File: src/rtl/lj_rx_pkg.sv
package lj_rx_pkg;

  typedef enum logic [1:0] {
    WL_16   = 2'd0,
    WL_20   = 2'd1,
    WL_24   = 2'd2,
    WL_24_X = 2'd3
  } wlen_e;

  // Number of sample bits for a given length code.
  function automatic int unsigned wlen_bits(input logic [1:0] sel);
    case (wlen_e'(sel))
      WL_16:   return 16;
      WL_20:   return 20;
      default: return 24;
    endcase
  endfunction

endpackage

File: src/rtl/lj_edge_det.sv
module lj_edge_det (
  input  logic clk,
  input  logic rst,
  input  logic lrck,
  output logic slot_edge,
  output logic chan_new,
  output logic chan_old
);
  logic lr_q;
  logic primed_q;

  // First cycle after reset only records the word clock level.
  always_ff @(posedge clk) begin
    if (rst) begin
      lr_q     <= 1'b0;
      primed_q <= 1'b0;
    end else begin
      lr_q     <= lrck;
      primed_q <= 1'b1;
    end
  end

  assign slot_edge = primed_q && (lrck != lr_q);
  assign chan_new  = lrck;
  assign chan_old  = lr_q;
endmodule

File: src/rtl/lj_wlen_latch.sv
module lj_wlen_latch #(
  parameter int unsigned DATA_W = 24,
  parameter int unsigned CNT_W  = 6
) (
  input  logic             clk,
  input  logic             rst,
  input  logic             slot_edge,
  input  logic             chan_new,
  input  logic [1:0]       wlen_sel,
  output logic [CNT_W-1:0] wl_o
);
  import lj_rx_pkg::*;

  logic             seen_q;
  logic [CNT_W-1:0] wl_q;

  always_ff @(posedge clk) begin
    if (rst) begin
      seen_q <= 1'b0;
      wl_q   <= CNT_W'(DATA_W);
    end else if (slot_edge && (chan_new || !seen_q)) begin
      seen_q <= 1'b1;
      wl_q   <= CNT_W'(wlen_bits(wlen_sel));
    end
  end

  assign wl_o = wl_q;
endmodule

File: src/rtl/lj_slot_cap.sv
module lj_slot_cap #(
  parameter int unsigned DATA_W = 24,
  parameter int unsigned CNT_W  = 6
) (
  input  logic              clk,
  input  logic              rst,
  input  logic              slot_edge,
  input  logic              sdata,
  input  logic [CNT_W-1:0]  wl_i,
  output logic              active_o,
  output logic [CNT_W-1:0]  cnt_o,
  output logic [DATA_W-1:0] word_o
);
  localparam logic [CNT_W-1:0] CNT_MAX = {CNT_W{1'b1}};

  logic              active_q;
  logic [CNT_W-1:0]  cnt_q;
  logic [DATA_W-1:0] word_q;
  logic [DATA_W-1:0] bit_mask;
  int                pos;

  // One-hot position of the next bit of the slot.
  always_comb begin
    pos      = int'(DATA_W) - 1 - int'(cnt_q);
    bit_mask = '0;
    if (pos >= 0)
      bit_mask = {{(DATA_W-1){1'b0}}, 1'b1} << pos;
  end

  always_ff @(posedge clk) begin
    if (rst) begin
      active_q <= 1'b0;
      cnt_q    <= '0;
      word_q   <= '0;
    end else if (slot_edge) begin
      active_q <= 1'b1;
      cnt_q    <= CNT_W'(1);
      word_q   <= {sdata, {(DATA_W-1){1'b0}}};
    end else if (active_q) begin
      if (cnt_q < wl_i && sdata)
        word_q <= word_q | bit_mask;
      if (cnt_q != CNT_MAX)
        cnt_q <= cnt_q + 1'b1;
    end
  end

  assign active_o = active_q;
  assign cnt_o    = cnt_q;
  assign word_o   = word_q;
endmodule

File: src/rtl/lj_out_stage.sv
module lj_out_stage #(
  parameter int unsigned DATA_W = 24,
  parameter int unsigned CNT_W  = 6
) (
  input  logic              clk,
  input  logic              rst,
  input  logic              slot_edge,
  input  logic              active_i,
  input  logic              chan_old,
  input  logic [CNT_W-1:0]  cnt_i,
  input  logic [CNT_W-1:0]  wl_i,
  input  logic [DATA_W-1:0] word_i,
  output logic [DATA_W-1:0] left_data,
  output logic              left_valid,
  output logic [DATA_W-1:0] right_data,
  output logic              right_valid,
  output logic              frame_err
);
  logic closing;
  logic complete;

  assign closing  = slot_edge && active_i;
  assign complete = cnt_i >= wl_i;

  always_ff @(posedge clk) begin
    if (rst) begin
      left_data   <= '0;
      right_data  <= '0;
      left_valid  <= 1'b0;
      right_valid <= 1'b0;
      frame_err   <= 1'b0;
    end else begin
      left_valid  <= closing && complete && chan_old;
      right_valid <= closing && complete && !chan_old;
      frame_err   <= closing && !complete;
      if (closing && complete) begin
        if (chan_old) left_data  <= word_i;
        else          right_data <= word_i;
      end
    end
  end
endmodule

File: src/rtl/lj_rx.sv
module lj_rx #(
  parameter int unsigned DATA_W    = 24,
  parameter int unsigned SLOT_BITS = 32
) (
  input  logic              bclk,
  input  logic              rst,
  input  logic              lrck,
  input  logic              sdata,
  input  logic [1:0]        wlen_sel,
  output logic [DATA_W-1:0] left_data,
  output logic              left_valid,
  output logic [DATA_W-1:0] right_data,
  output logic              right_valid,
  output logic              frame_err
);
  localparam int unsigned CNT_W = $clog2(SLOT_BITS) + 1;

  logic              slot_edge;
  logic              chan_new;
  logic              chan_old;
  logic [CNT_W-1:0]  wl_q;
  logic              active;
  logic [CNT_W-1:0]  cnt;
  logic [DATA_W-1:0] word;

  lj_edge_det u_edge (
    .clk       (bclk),
    .rst       (rst),
    .lrck      (lrck),
    .slot_edge (slot_edge),
    .chan_new  (chan_new),
    .chan_old  (chan_old)
  );

  lj_wlen_latch #(.DATA_W(DATA_W), .CNT_W(CNT_W)) u_wlen (
    .clk       (bclk),
    .rst       (rst),
    .slot_edge (slot_edge),
    .chan_new  (chan_new),
    .wlen_sel  (wlen_sel),
    .wl_o      (wl_q)
  );

  lj_slot_cap #(.DATA_W(DATA_W), .CNT_W(CNT_W)) u_cap (
    .clk       (bclk),
    .rst       (rst),
    .slot_edge (slot_edge),
    .sdata     (sdata),
    .wl_i      (wl_q),
    .active_o  (active),
    .cnt_o     (cnt),
    .word_o    (word)
  );

  lj_out_stage #(.DATA_W(DATA_W), .CNT_W(CNT_W)) u_out (
    .clk         (bclk),
    .rst         (rst),
    .slot_edge   (slot_edge),
    .active_i    (active),
    .chan_old    (chan_old),
    .cnt_i       (cnt),
    .wl_i        (wl_q),
    .word_i      (word),
    .left_data   (left_data),
    .left_valid  (left_valid),
    .right_data  (right_data),
    .right_valid (right_valid),
    .frame_err   (frame_err)
  );
endmodule

File: config.mk
export PLATFORM = sky130hd
export DESIGN_NAME = lj_rx
export DESIGN_NICKNAME = d
export VERILOG_FILES = /design/src/rtl/lj_rx_pkg.sv /design/src/rtl/lj_edge_det.sv /design/src/rtl/lj_wlen_latch.sv /design/src/rtl/lj_slot_cap.sv /design/src/rtl/lj_out_stage.sv /design/src/rtl/lj_rx.sv
export SDC_FILE = /design/constraint.sdc
export NUM_CORES = 1
export LEC_CHECK = 0
export BUFFER_PORTS_ARGS = -buffer_cell sky130_fd_sc_hd__buf_2
export CORE_ASPECT_RATIO = 0.9
export CORE_MARGIN = 3
export CORE_UTILIZATION = 25
export CTS_CLUSTER_DIAMETER = 80
export DETAILED_ROUTE_END_ITERATION = 16
export GPL_ROUTABILITY_DRIVEN = 0
export PLACE_DENSITY = 0.43
export SLEW_MARGIN = 20
export SYNTH_ARGS = -nofsm -noshare
export SYNTH_HDL_FRONTEND = slang
export SYNTH_HIERARCHICAL = 1
export SYNTH_SLANG_ARGS = --single-unit
File: constraint.sdc
create_clock -name bclk -period 2.3 [get_ports bclk]
set_input_delay 0.46 -clock bclk [delete_from_list [all_inputs] [get_ports bclk]]
set_output_delay 0.46 -clock bclk [all_outputs]
set_load 0.005 [all_outputs]
=== After elaboration in Yosys (flattened, before gate mapping) ===
Index checks and enable logic that the tools add are counted.

* Register bits: 91
* Bits of input ports: 6
* Output and inout port bits: 51
* Logic and storage cells: 57

* $add $sub $neg: 2
* Magnitude comparators: 3
* Equality and inequality tests: 3
* Shifts and indexed selects: 1
* Muxes and demuxes: 9
* Bitwise operators: 2
* Reductions and logical operators: 23

{| class="wikitable"
|+ Operator list
! cell !! count
|-
| 24-bit two-way mux || 4
|-
| 32-bit by 1-bit >= comparator with 1-bit output, second input constant || 1
|-
| 1-bit by 32-bit << shifter with 24-bit output, first input constant || 1
|-
| 24-bit bitwise OR || 1
|-
| 2-bit AND reduction || 6
|-
| 1-bit logical AND || 8
|-
| 4-bit case mux with 2 select lines || 1
|-
| 5-bit by 6-bit subtractor with 7-bit output, first input constant || 1
|-
| 6-bit by 1-bit adder with 6-bit output, second input constant || 1
|-
| 6-bit >= comparator || 1
|-
| 6-bit less-than comparator || 1
|-
| 6-bit != test, second input constant || 1
|-
| 2-bit nonzero test || 3
|-
| 1-bit two-way mux || 4
|-
| 1-bit logical NOT || 3
|-
| 2-bit by 1-bit == test with 1-bit output, second input constant || 1
|-
| 2-bit logical NOT || 1
|-
| 2-bit OR reduction || 1
|-
| 1-bit logical OR || 1
|-
| 1-bit != test || 1
|-
| 1-bit inverter || 1
|}

=== Logic depth before layout (Yosys ltp) ===
* Depth in word-level cells: 7
* Gate-level depth with buffers: 8
* Mapped depth without buffers: 7

=== Cells and area by module ===
The synthesis kept the hierarchy.

{| class="wikitable"
|+ Modules (own cells, without submodules)
! module !! times used !! cells an instance !! area each (um^2) !! seq. area each (um^2)
|-
| lj_out_stage || 1 || 212 || 2274.7 || 1021.0
|-
| lj_slot_cap || 1 || 156 || 1408.9 || 620.6
|-
| lj_wlen_latch || 1 || 19 || 158.9 || 60.1
|-
| lj_edge_det || 1 || 7 || 72.6 || 40.0
|}

=== Worst setup path after synthesis ===
OpenSTA, ideal clock, no wires.

* Path kind: input to register
* Start point: input port lrck
* End point: register u_cap.word_q[16] (netlist: u_cap/word_o[16])
* Library setup time: 87 ps
* Data arrival time: 1769 ps
* Slack: 444 ps
* Cell stages on the path: 6
* Cell sequence: xor2_1 -> and2_1 -> or2_1 -> nor4b_2 -> nand3_1 -> o31ai_1

* Word-level cells in the longest chain between the ends: 3

{| class="wikitable"
|+ RTL lines
! what !! RTL line !! source
|-
| from (decl) || lj_rx.sv:7 || <nowiki>input logic lrck,</nowiki>
|-
| 1-bit != test || lj_edge_det.sv:23 || <nowiki>assign slot_edge = primed_q && (lrck != lr_q);</nowiki>
|-
| 1-bit logical AND || lj_edge_det.sv:23 ||
|-
| net slot_edge || lj_rx.sv:18 || <nowiki>logic slot_edge;</nowiki>
|-
| 2-bit OR reduction (no source line) || -- ||
|-
| to (signal assigned) || lj_slot_cap.sv:38 || <nowiki>word_q <= {sdata, {(DATA_W-1){1'b0}}};</nowiki>
|-
| to (signal assigned) || lj_slot_cap.sv:41 || <nowiki>word_q <= word_q | bit_mask;</nowiki>
|-
| to (decl) || lj_slot_cap.sv:18 || <nowiki>logic [DATA_W-1:0] word_q;</nowiki>
|}

The timed path passes the listed nets, and every way through them passes these cells.
A chain may end at the register's enable or synchronous reset.

=== Worst setup path in the final report ===
* Start point: register u_wlen.wl_q[3] (netlist: u_wlen/wl_o[3])
* End point: register u_out.left_data[2]

* Word-level cells in the longest chain between the ends: 3

{| class="wikitable"
|+ RTL lines
! what !! RTL line !! source
|-
| from (decl) || lj_wlen_latch.sv:15 || <nowiki>logic [CNT_W-1:0] wl_q;</nowiki>
|-
| from (signal assigned) || lj_wlen_latch.sv:20 || <nowiki>wl_q <= CNT_W'(DATA_W);</nowiki>
|-
| from (signal assigned) || lj_wlen_latch.sv:23 || <nowiki>wl_q <= CNT_W'(wlen_bits(wlen_sel));</nowiki>
|-
| 6-bit >= comparator || lj_out_stage.sv:23 || <nowiki>assign complete = cnt_i >= wl_i;</nowiki>
|-
| 1-bit logical AND || lj_out_stage.sv:36 || <nowiki>if (closing && complete) begin</nowiki>
|-
| 2-bit AND reduction (no source line) || -- ||
|-
| to (signal assigned) || lj_out_stage.sv:37 || <nowiki>if (chan_old) left_data <= word_i;</nowiki>
|-
| to (decl) || lj_out_stage.sv:13 || <nowiki>output logic [DATA_W-1:0] left_data,</nowiki>
|}

No other way between the ends.

==> metrics.txt <==
result of the run=finished clean; Post-synth EDFFs=0; Filler Cell Count=1636; type of the worst min-delay path=input pin to flip-flop; start of the worst register-to-register path=u_wlen/wl_o[3]$_SDFFE_PP1P_; number of search-and-repair iterations in the first detailed-routing pass=4; Worst path top cell family by delay=simple AND/OR/NAND/NOR gates; Synth-to-Final Area Change=19.3%; CTS buffer count=9; total inserted antenna cells=0; total setup buffers inserted after CTS=0; XOR/XNOR share of the synthesized area=0.00895; Least-Margin Pin Slew=0.771 ns; nets=around 470; Post-route DRC=0; total global routing overflow=0; clock power share=0.452; worst-path cell chain=inv_1, ha_1, nand4_1, o221ai_4, nand4_4, mux2i_1; maximum clock skew at final layout=0.00597 ns; synthesized flop and latch total=87; part of the Yosys area used for sequential elements=0.445; leakage power=between 1.5 and 2 nW; maximum cell stage delay along the critical path=slightly above 0.5 ns; area fraction in compound gates after synthesis=0.0882; number of placement rows=42; number of sinks on the clock net=87; CTS H-tree depth=3; top area cells in the synthesized netlist=dfxtp_1 44%, mux2i_1 13%, nand2b_1 12%; setup repair after global routing missed its margin=no; final worst path period need=2.02 ns; category of the critical setup timing path=flip-flop to flip-flop; slowest CP cell=nand4_4; number of gates given a new drive strength after cts=0; worst ir drop on vdd=0.541 mV; max-slew violation count=0; power spent charging and discharging nets=0.000698 W; area taken by flip-flops and latches=0.00174 mm^2; pin count of the biggest net entering global routing=83; combined buffer and inverter count along the critical path=1; Port-buffer cells=56; adder-cell area share of the yosys netlist=0.0447; number of antenna violations at the first check in global routing=0; maximum fanout along the worst path=21; final number of setup-violating endpoints=0; Synth top area share=0.445; Clock Tree Buf Depth=2; highest clock rate=494 MHz; wire length per cell=13.5 um; Post-CTS Hold Fix Bufs=0; worst endpoint required time=2.56 ns; number of cells traversed by the worst register-to-register path=6; Total Neg Setup Slack=0 ns; post-layout worst setup margin=between 0.2 and 0.3 ns; Worst Hold Launch=rst; Comb power frac=0.056; total number of yosys warnings=6; clock insertion delay at the later pin of the skew report=0.34 ns; Final Hold Vio Count=0; Critical Path AT=approximately 2.3 ns; Antenna Nets Post-Route=0; cell count after synthesis=394; Critical path origin=u_wlen/wl_o[3]$_SDFFE_PP1P_; initial cell density of the core=0.260; WL final=8.80 mm; worst slack at placement=0.183 ns; Critical Path Source Type=flip-flop; area fraction in and, or, nand and nor cells after synthesis=0.220; endpoint kind of the worst setup timing path=flip-flop; number of stages on the worst setup path=6; Hold Path Cell Cnt=2; Global Route Usage Sum=0.109; dominant combinational cell family by area after synthesis=simple AND/OR/NAND/NOR gates; area of combinational cells with multiple inputs=0.00195 mm^2; Flop pwr share=0.492; die width=138 um; wire length of the first global-routing pass=14.6 mm; Die Area=between 0.015 and 0.02 mm^2; number of global-route vias before repair=2828; top_reg_cell synth=dfxtp_1; proportion of total power due to net switching=0.224; distinct cell type count of the synthesized netlist=46; max_slew headroom=0.486; CTS Root Buffer Type=clkbuf_16; area inside the core boundary=0.0150 mm^2; commonest cells in the synthesized netlist=87 x dfxtp_1, 73 x nand2b_1, 52 x mux2i_1; routed vias/inst=roughly 4.2; CTS tree=yes; proportion of synthesized area in mux cells=0.133; clock-pin slew reported for the worst setup and hold paths after clock tree synthesis=0.06 ns; total power density per cell area=668 mW/mm^2; number of I/O pins=between 50 and 60; die height=125 um; post-detailed-placement half-perimeter wirelength=6.10 mm; ratio of final minimum period to clock period=0.880; vias=2752; mapped cell area=roughly 0.0039 mm^2; post-synth top area cell=dfxtp_1; fraction of final layout cells sized beyond drive strength 1=0.200; max-cap viol count=0; fraction of the core area covered by cells at the end of the flow=0.311; Starting DRT DRC Count=138; Avg Inst Size Synth=just under 10 um^2; fraction of synthesis flops using an asynchronous set or reset pin=0; dominant cell by count in the synthesized netlist=dfxtp_1; cell internal power dissipation=0.00242 W
## layer usage
| metal | wire length [um] | track usage | part of all wire |
|---|---|---|---|
| met1 | 4550 | 0.150 | 0.52 |
| met2 | 3560 | 0.154 | 0.40 |
| met4 | 194 | 0.0523 | 0.022 |
| met5 | 0 | 0 | 0 |
| met3 | 491 | 0.0307 | 0.056 |
## worst register-to-register path: cells and delay by family, from the launching register on
family | cells | cell delay [ns]
buffers and inverters | 1 | 0.05
multiplexers | 1 | 0.33
AO/OA/AOI/OAI | 1 | 0.27
adder cells (fa/ha/maj) | 1 | 0.29
AND/OR/NAND/NOR | 2 | 0.66
flip-flops | 1 | 0.34
## final cells by class
| cell class | instances | area share |
|---|---|---|
| well taps | 198 | 0.0530 |
| clock buffers | 11 | 0.0498 |
| clock inverters | 4 | 0.0102 |
| inverters | 18 | 0.0145 |
| repair buffers | 68 | 0.0819 |
| multi-input cells | 267 | 0.418 |
| flip-flops and latches | 87 | 0.373 |
## final timing paths
check                                                       end  slack, ns
worst max-delay path            u_out/left_data[2]$_SDFFE_PP0P_       0.28
worst min-delay path                u_cap/cnt_o[0]$_SDFFE_PP0P_       0.38
worst max register to register  u_out/left_data[2]$_SDFFE_PP0P_       0.28
worst min register to register    u_cap/word_o[18]$_SDFFE_PP0P_       0.46
## flip-flops by register name (all words and copies together) (netlist names)
signal and count:
u_cap/active_o 1, u_out/frame_err 1, u_out/right_valid 1, u_cap/cnt_o 6, u_edge/chan_old 1, u_cap/word_o 24, u_out/right_data 24, u_edge/primed_q 1
u_out/left_data 24, u_wlen/seen_q 1, u_out/left_valid 1, u_wlen/wl_o 2
## cell families (layout without fill, tap and decap cells)
group | Yosys count | count (layout)
AND/OR/NAND/NOR | 146 | 146
flip-flops | 87 | 87
multiplexers | 52 | 52
AO/OA/AOI/OAI | 47 | 47
buffers and inverters | 42 | 101
adder cells (fa/ha/maj) | 14 | 14
XOR/XNOR | 4 | 4
other | 2 | 4
## placed cells by master (no fill, tap or decap), types with 2 or more instances in the layout
cell,synthesis,routed
nand2_1,34,34
inv_1,17,17
nand3_1,4,4
o2111ai_1,2,2
clkbuf_16,0,9
ha_1,14,14
nor2b_1,3,3
clkinv_2,0,2
o21ai_1,2,2
xnor2_1,3,3
a21oi_1,8,8
clkbuf_1,12,2
o21a_1,3,3
mux2i_1,52,52
nand4_1,2,2
buf_2,0,56
and3_1,2,2
o21ai_0,9,9
dfxtp_1,87,87
nor2_1,11,11
nor4b_1,2,2
conb_1,2,4
o31ai_1,15,15
nor3_1,3,3
nand2b_1,73,73
buf_4,5,11
## power by group through the flow
stage	sequential, W	combinational, W	clock (W)
2_1_floorplan	0.00156	0.000134	0
3_3_place_gp	0.00157	0.000175	0
3_5_place_dp	0.00157	0.000177	0
4_1_cts	0.00154	0.000177	0.00148
5_1_grt	0.00154	0.000195	0.00153
6_report	0.00154	0.000175	0.00141
## metrics by stage
stage,cells,cell area [um^2],total power [W],hold slack (ns)
after floorplan,396,3920,0.00170,0.426
after global placement,638,4390,0.00175,0.440
after detailed placement,638,4390,0.00175,0.449
after CTS,653,4670,0.00319,0.362
after global routing,653,4670,0.00327,0.378
final,653,4670,0.00312,0.380
No activity file was read; power rests on OpenSTA's default activity.
